File: src/rtl/link_train_pkg.sv
package link_train_pkg;
  localparam int STATE_W = 5;

  typedef enum logic [STATE_W-1:0] {
    ST_DET_QUIET  = 5'h00,
    ST_DET_ACTIVE = 5'h01,
    ST_POLL_ACT   = 5'h02,
    ST_POLL_CFG   = 5'h03,
    ST_CONFIG     = 5'h04,
    ST_LINK_UP    = 5'h10
  } lt_state_e;

  // Only detect and polling codes may be forced; later states need partner negotiation.
  function automatic logic force_code_ok(input logic [STATE_W-1:0] code);
    return (code == ST_DET_QUIET) || (code == ST_DET_ACTIVE) ||
           (code == ST_POLL_ACT)  || (code == ST_POLL_CFG);
  endfunction
endpackage

File: src/rtl/lt_run_counter.sv
module lt_run_counter #(
  parameter int LIMIT = 16
) (
  input  logic clk_i,
  input  logic rst_ni,
  input  logic clr_i,
  input  logic en_i,
  output logic hit_o
);
  localparam int CW = (LIMIT < 2) ? 1 : $clog2(LIMIT + 1);
  localparam logic [CW-1:0] LAST = CW'(LIMIT - 1);

  logic [CW-1:0] cnt_q;

  assign hit_o = en_i && !clr_i && (cnt_q == LAST);

  always_ff @(posedge clk_i or negedge rst_ni) begin
    if (!rst_ni)                         cnt_q <= '0;
    else if (clr_i || !en_i || hit_o)    cnt_q <= '0;
    else                                 cnt_q <= cnt_q + 1'b1;
  end
endmodule

File: src/rtl/lt_force_decode.sv
module lt_force_decode
  import link_train_pkg::*;
(
  input  logic               force_i,
  input  logic [STATE_W-1:0] force_state_i,
  output logic               take_o,
  output logic               reject_o,
  output lt_state_e          target_o
);
  logic code_ok;

  always_comb begin
    code_ok  = force_code_ok(force_state_i);
    take_o   = force_i && code_ok;
    reject_o = force_i && !code_ok;
    target_o = code_ok ? lt_state_e'(force_state_i) : ST_DET_QUIET;
  end
endmodule

File: src/rtl/lt_state_core.sv
module lt_state_core
  import link_train_pkg::*;
(
  input  logic      clk_i,
  input  logic      rst_ni,
  input  logic      start_i,
  input  logic      rx_det_i,
  input  logic      poll_ok_i,
  input  logic      cfg_done_i,
  input  logic      take_i,
  input  logic      reject_i,
  input  lt_state_e target_i,
  input  logic      quiet_hit_i,
  input  logic      poll_hit_i,
  output lt_state_e state_o,
  output logic      err_o
);
  lt_state_e state_q, state_d;
  logic      err_q;

  always_comb begin
    state_d = state_q;
    if (start_i) begin
      state_d = ST_DET_QUIET;
    end else if (take_i) begin
      state_d = target_i;
    end else begin
      unique case (state_q)
        ST_DET_QUIET:  if (quiet_hit_i) state_d = ST_DET_ACTIVE;
        ST_DET_ACTIVE: state_d = rx_det_i ? ST_POLL_ACT : ST_DET_QUIET;
        ST_POLL_ACT:   if (poll_hit_i) state_d = ST_POLL_CFG;
        ST_POLL_CFG:   state_d = ST_CONFIG;
        ST_CONFIG:     if (cfg_done_i) state_d = ST_LINK_UP;
        ST_LINK_UP:    if (!poll_ok_i) state_d = ST_DET_QUIET;
        default:       state_d = ST_DET_QUIET;
      endcase
    end
  end

  always_ff @(posedge clk_i or negedge rst_ni) begin
    if (!rst_ni) begin
      state_q <= ST_DET_QUIET;
      err_q   <= 1'b0;
    end else begin
      state_q <= state_d;
      if (start_i)       err_q <= 1'b0;
      else if (reject_i) err_q <= 1'b1;
    end
  end

  assign state_o = state_q;
  assign err_o   = err_q;
endmodule

File: src/rtl/link_train_ctrl.sv
module link_train_ctrl
  import link_train_pkg::*;
#(
  parameter int QUIET_CYC = 16,
  parameter int POLL_CNT  = 8
) (
  input  logic               clk_i,
  input  logic               rst_ni,
  input  logic               start_i,
  input  logic               rx_det_i,
  input  logic               poll_ok_i,
  input  logic               cfg_done_i,
  input  logic               force_i,
  input  logic [STATE_W-1:0] force_state_i,
  output logic               det_pulse_o,
  output logic [STATE_W-1:0] state_o,
  output logic               link_up_o,
  output logic               force_err_o
);
  lt_state_e state;
  lt_state_e target;
  logic      take, reject, restart;
  logic      quiet_hit, poll_hit;

  assign restart = start_i || take;

  lt_force_decode u_force (
    .force_i       (force_i),
    .force_state_i (force_state_i),
    .take_o        (take),
    .reject_o      (reject),
    .target_o      (target)
  );

  lt_run_counter #(.LIMIT(QUIET_CYC)) u_quiet (
    .clk_i  (clk_i),
    .rst_ni (rst_ni),
    .clr_i  (restart),
    .en_i   (state == ST_DET_QUIET),
    .hit_o  (quiet_hit)
  );

  lt_run_counter #(.LIMIT(POLL_CNT)) u_poll (
    .clk_i  (clk_i),
    .rst_ni (rst_ni),
    .clr_i  (restart),
    .en_i   ((state == ST_POLL_ACT) && poll_ok_i),
    .hit_o  (poll_hit)
  );

  lt_state_core u_core (
    .clk_i       (clk_i),
    .rst_ni      (rst_ni),
    .start_i     (start_i),
    .rx_det_i    (rx_det_i),
    .poll_ok_i   (poll_ok_i),
    .cfg_done_i  (cfg_done_i),
    .take_i      (take),
    .reject_i    (reject),
    .target_i    (target),
    .quiet_hit_i (quiet_hit),
    .poll_hit_i  (poll_hit),
    .state_o     (state),
    .err_o       (force_err_o)
  );

  assign state_o     = state;
  assign det_pulse_o = (state == ST_DET_ACTIVE);
  assign link_up_o   = (state == ST_LINK_UP);
endmodule

File: config.mk
export PLATFORM = sky130hd
export DESIGN_NAME = link_train_ctrl
export DESIGN_NICKNAME = d
export VERILOG_FILES = /design/src/rtl/link_train_pkg.sv /design/src/rtl/lt_run_counter.sv /design/src/rtl/lt_force_decode.sv /design/src/rtl/lt_state_core.sv /design/src/rtl/link_train_ctrl.sv
export SDC_FILE = /design/constraint.sdc
export NUM_CORES = 1
export LEC_CHECK = 0
export BUFFER_PORTS_ARGS = -buffer_cell sky130_fd_sc_hd__buf_4
export CAP_MARGIN = 0
export CORE_MARGIN = 2
export CORE_UTILIZATION = 50
export CTS_CLUSTER_DIAMETER = 60
export DETAILED_ROUTE_END_ITERATION = 16
export GPL_TIMING_DRIVEN = 1
export HOLD_SLACK_MARGIN = 0.08
export PLACE_DENSITY = 0.81
export SLEW_MARGIN = 20
export SYNTH_ARGS = -nofsm -noshare
export SYNTH_HDL_FRONTEND = slang
export SYNTH_SLANG_ARGS = --single-unit
File: constraint.sdc
create_clock -name clk_i -period 1.8 [get_ports clk_i]
set_input_delay 0.27 -clock clk_i [delete_from_list [all_inputs] [get_ports clk_i]]
set_output_delay 0.27 -clock clk_i [all_outputs]
set_load 0.02 [all_outputs]
==> flow_summary.toml, run 1 <==
[critical_path]
crit_cells = 3
critical_path_arrival_ns = 1.50
r2r_slack_ns = 0.13
timing.rr.start = "u_quiet.cnt_q[0]$_DFF_PN0_"
r2r_end = "u_core.state_o[4]$_DFFE_PN0P_"
crit_path_start_kind = "register"
reg2reg_depth = 6
cp_cell_sequence = "or3_4 -> nor3b_4 -> buf_6"
cp_data_required_time_ns = 1.53
path_buf_inv = 1
crit_family = "simple AND/OR/NAND/NOR gates"
cp_slowest_cell = "dfrtp_2"
worstSetupPathType = "register to primary output"
cp_slowest_stage_delay_ns = 0.46
crit_fanout = 6
critPathCaptureType = "primary output"

[yosys]
synth.area.top_cells = "dfrtp_1, nor2_1, ha_1"
syn_nets = 86
yosysWarnings = 0
synth_edf_count = 0
netlist_instances = 71
synthDominantCellAreaShare_pct = 49.0
synth.largest_area_cell = "dfrtp_1"
ys_top_cells_by_count = "dfrtp_1, nor2_1, inv_1"
ys_seq_area_share_pct = 49.0
yosysUniqueCellTypes = 25
netlist_area_um2 = 766
synthArstFlopShare_pct = 100
yosysMostFrequentCell = "dfrtp_1"
ys_ff_latch = 15
syn_area_per_cell_um2 = 10.8
synthFlopType = "dfrtp_1"

[clock_tree]
clk_latency_ns = 0.28
cts_tree = "done"
cts.sinks = 15
cts_buffers = 3
htree_levels = 1
clk_pin_slew_ns = 0.09
clockRootBuffer = "clkbuf_4"
clockBufferDepth = 2

[min_path]
hold_depth = 2
worst_hold_path.endpoint = "u_core.state_o[0]$_DFFE_PN0P_"
hold_start = "start_i"
hp-class = "primary input to register"

[timing]
setup_viol = 0
tns_ns = 0
finClkSkew_ns = 0.00510
max_freq_mhz = 565
period_share_pct = 98.3
rsz0062_at_grt = "false"
finalHoldViolCount = 0
fin_crit_ns = 1.77
slew_viol_final = 0

[pwr]
powerDensity_mw_per_mm2 = 637
power_leakage_nw = 0.475
peakVddDrop_mv = 0.482

[final_layout]
n_antenna_cell = 0
fin_area_um2 = 991
nets = 113
nFillCells = 116
syn_to_final_growth_pct = 29.4
drive_gt1_share_pct = 30.9

[detailed_routing]
wirelength_um = 1600
wl_met3_um = 91
drc = 0
dr.pass1.iters = 4
vias = 662
wl_per_cell_um = 14.2
wl_met2_um = 817
first_iter_violations = 17
routedLengthMet1_um = 679
vias_per_cell = 5.86
routed.top_layer = "met4"
ant_nets = 0

[outcome]
status = "finished, final reports clean"

[floorplan]
die_area_mm2 = 0.00186
die_w_um = 43.1
die_y_um = 43.1
io-pin-count = 20
rows = 14
coreArea_mm2 = 0.00147
start_util_pct = 52.0

[grt]
antenna_found_initial = 0
track_usage_pct = 19.3
grt_pass1_vias = 675
grt_overflow = 0
grt_pass1_wl_um = 2720
grt_max_degree = 16

[placement]
dp_hpwl_um = 1210
gp_routability_congestion = 0.901
placed_area_um2 = 936
port_buffers = 19

[job]
cap_violations = 0
worst register-to-register path, cell delays in order, from the launching register on:
cell	delay, ns
dfrtp_1	0.38
ha_1	0.18
and3_1	0.16
ha_1	0.16
and3b_1	0.20
a2111oi_2	0.33
o211a_1	0.20
through the flow:
| stage | hold WS (ns) | cells | power, mW | util, % | setup slack [ns] |
|---|---|---|---|---|---|
| floorplan | -0.0256 | 71 | 0.396 | - | 0.101 |
| global placement | 0.131 | 107 | 0.440 | 63.6 | 0.190 |
| detailed placement | 0.134 | 107 | 0.443 | 63.6 | 0.158 |
| CTS | 0.151 | 113 | 0.636 | 66.6 | 0.0224 |
| global route | 0.160 | 113 | 0.658 | 67.3 | 0.0102 |
| finish | 0.161 | 113 | 0.631 | 67.3 | 0.0314 |
cells by family (layout without fill, tap and decap cells):
logic type	count (synthesis)	count (layout)	synth area share (%)
buffers and inverters	5	31	2.45
other	1	1	0.490
flip-flops	15	15	49.0
AND/OR/NAND/NOR	34	34	28.6
AO/OA/AOI/OAI	9	9	9.97
adder cells (fa/ha/maj)	3	3	4.90
XOR/XNOR	4	4	4.58
report_power, final:
group | switching, mW | total [mW] | internal, mW
clock | 0.103 | 0.188 | 0.0858
sequential | 0.00823 | 0.352 | 0.344
combinational | 0.0469 | 0.0905 | 0.0436
total | 0.158 | 0.631 | 0.474
timing repair:
item	CTS	global route
buffers inserted	1	0
setup endpoints to repair	1	1
gates resized for setup	0	3
cloned	0	0
hold buffers	1	0
endpoints found under the hold margin	15	0
cell type report:
class                           count  area, um2  area share, %
Clock buffer                        4       26.3           2.65
Tap cell                           16       20.0           2.02
Sequential cell                    15        377           38.0
Multi-Input combinational cell     51        378           38.1
Inverter                            5       18.8           1.89
Timing Repair Buffer               22        171           17.3
sequential cells by signal, summed over array words and instances, names as in the netlist:
name and flops:
u_quiet.cnt_q 5, u_core.err_o 1, u_poll.cnt_q 4, u_core.state_o 5
layer usage:
metal	track usage, %	up-vias
met4	13.3	0
li1	-	308
met2	30.7	35
met3	2.55	2
met5	0	-
met1	23.9	317
how the worst max path moves through the flow:
stage / start / to / slack [ns]
after global placement: u_quiet.cnt_q[0]$_DFF_PN0_ / u_core.state_o[0]$_DFFE_PN0P_ / 0.19
final: u_core.state_o[4]$_DFFE_PN0P_ / det_pulse_o / 0.03
after global routing: u_core.state_o[4]$_DFFE_PN0P_ / det_pulse_o / 0.01
after detailed placement: u_quiet.cnt_q[0]$_DFF_PN0_ / u_core.state_o[4]$_DFFE_PN0P_ / 0.16
after floorplan: u_core.state_o[3]$_DFFE_PN0P_ / u_core.state_o[1]$_DFFE_PN0P_ / 0.10
after CTS: u_core.state_o[4]$_DFFE_PN0P_ / det_pulse_o / 0.02
layout by cell type (no fill, tap or decap), types with 3 or more instances in the layout:
master,n
and3_1,3
dfrtp_1,14
clkbuf_4,3
or3_1,3
inv_1,5
nand3_1,4
ha_1,3
nor2_1,14
buf_4,20
Power figures use the tool's default switching activity.
==> inputs of run 2 (changes only) <==
--- a/config.mk
+++ b/config.mk
@@ -13,7 +13,7 @@
 export DETAILED_ROUTE_END_ITERATION = 16
 export GPL_TIMING_DRIVEN = 1
 export HOLD_SLACK_MARGIN = 0.08
-export PLACE_DENSITY = 0.81
+export PLACE_DENSITY = 0.74
 export SLEW_MARGIN = 20
 export SYNTH_ARGS = -nofsm -noshare
 export SYNTH_HDL_FRONTEND = slang
==> run 2 against run 1 <==
  * Combinational power decreased by 5.3%
  * Sequential power about the same
  * Non-clock buffer count decreased by 2
  * Critical path type unchanged
  * Largest cell class unchanged
==> flow_summary.toml, run 2 (synthesis results as in run 1) <==
[timing]
period_share_pct = 98.3
finClkSkew_ns = 0.00228
fin_crit_ns = 1.77
rsz0062_at_grt = "true"
finalHoldViolCount = 0
max_freq_mhz = 565
tns_ns = 0
slew_viol_final = 0
setup_viol = 0

[grt]
grt_pass1_wl_um = 2450
grt_pass1_vias = 603
track_usage_pct = 18.0
grt_overflow = 0
antenna_found_initial = 0
grt_max_degree = 16

[placement]
gp_routability_congestion = 0.832
placed_area_um2 = 928
dpl.cell_count = 106
dp_hpwl_um = 1160
port_buffers = 19

[final_layout]
nets = 111
multi_input_area_um2 = 380
ff_latch_area_um2 = 375
stdcell_count = 111
drive_gt1_share_pct = 30.5
fin_area_um2 = 978
syn_to_final_growth_pct = 27.8
n_antenna_cell = 0
final_cell_mix = "buf_4, dfrtp_1, nor2_1, inv_1, nand3_1"
nFillCells = 119
layout_commonest_cell = "buf_4"

[pwr]
peakVddDrop_mv = 0.420
p_comb_share_pct = 13.6
switching_share_pct = 25.7
internal_power_uw = 469
power_leakage_nw = 0.466
switchingPower_uw = 162
powerDensity_mw_per_mm2 = 644
power.share.clock_pct = 30.3
p_seq_share_pct = 56.1

[floorplan]
io-pin-count = 20
start_util_pct = 52.0
die_y_um = 43.1
rows = 14
die_area_mm2 = 0.00186
coreArea_mm2 = 0.00147
die_w_um = 43.1

[detailed_routing]
drc = 0
ant_nets = 0
wl_per_cell_um = 13.2
vias = 605
dr.pass1.iters = 4
wirelength_um = 1470
first_iter_violations = 8
vias_per_cell = 5.45

[critical_path]
crit_path_start_kind = "register"
crit_fanout = 5
critical_path_arrival_ns = 1.50
cp_data_required_time_ns = 1.53
critPathCaptureType = "primary output"
worstSetupPathType = "register to primary output"

[clock_tree]
cts_buffers = 3
clk_latency_ns = 0.28
cts_setup_buffers = 0
cts.sinks = 15
clockRootBuffer = "clkbuf_4"
htree_levels = 1
clockBufferDepth = 2
clk_pin_slew_ns = 0.09
cts_tree = "done"

[min_path]
hp-class = "primary input to register"

[job]
cap_violations = 0

[outcome]
status = "finished, final reports clean"
==> run 2: per-stage QoR <==
step / total power, mW / util (%) / setup slack, ns / hold slack, ns
floorplan: 0.396 / - / 0.101 / -0.0256
global placement: 0.440 / 63.1 / 0.144 / 0.130
detailed placement: 0.442 / 63.1 / 0.127 / 0.136
CTS: 0.635 / 65.6 / 0.0268 / 0.162
global route: 0.659 / 66.5 / 0.00163 / 0.155
finish: 0.630 / 66.5 / 0.0311 / 0.164
==> run 2: timing repair <==
| item | 4_1_cts | 5_1_grt |
|---|---|---|
| gates resized for setup | 0 | 3 |
| endpoints found under the setup margin | 0 | 2 |
| hold buffers | 1 | 0 |
| endpoints found under the hold margin | 15 | 0 |
==> run 2: worst max-delay path: stages (launching register included) <==
cell	delay (ns)
dfrtp_1	0.43
or3_4	0.44
nor3b_4	0.21
buf_6	0.15
==> run 2: routing by layer <==
metal  track usage (%)  wire [um]
met5                 0          0
met1              20.7        669
met2              31.6        734
met3              2.98         44
met4              9.09         17
==> run 2: path summary, 6_finish.rpt <==
check | from | end | slack (ns) | cells past startpoint
hold reg to reg | u_poll.cnt_q[0]$_DFF_PN0_ | u_poll.cnt_q[0]$_DFF_PN0_ | 0.46 | 1
hold / removal | start_i | u_core.state_o[0]$_DFFE_PN0P_ | 0.16 | 2
max in group asynchronous | rst_ni | u_quiet.cnt_q[0]$_DFF_PN0_ | 1.25 | 2
min in group asynchronous | rst_ni | u_poll.cnt_q[1]$_DFF_PN0_ | 0.37 | 2
setup / recovery | u_core.state_o[3]$_DFFE_PN0P_ | det_pulse_o | 0.03 | 3
setup reg to reg | u_quiet.cnt_q[0]$_DFF_PN0_ | u_core.state_o[0]$_DFFE_PN0P_ | 0.13 | 6
==> run 2: cell type report <==
class	instances	area share (%)
clock buffer	3	2.30
tap	16	2.05
sequential	15	38.4
timing repair buffer	20	16.0
inverter	5	1.92
clock inverter	1	0.512
multi-input combinational	51	38.9
==> run 2: power groups by stage <==
stage	Clock, mW	Sequential [mW]	Combinational, mW
finish	0.191	0.353	0.0857
CTS	0.198	0.353	0.0846
detailed placement	0	0.360	0.0827
global placement	0	0.359	0.0814
floorplan	0	0.364	0.0313
global route	0.210	0.355	0.0948
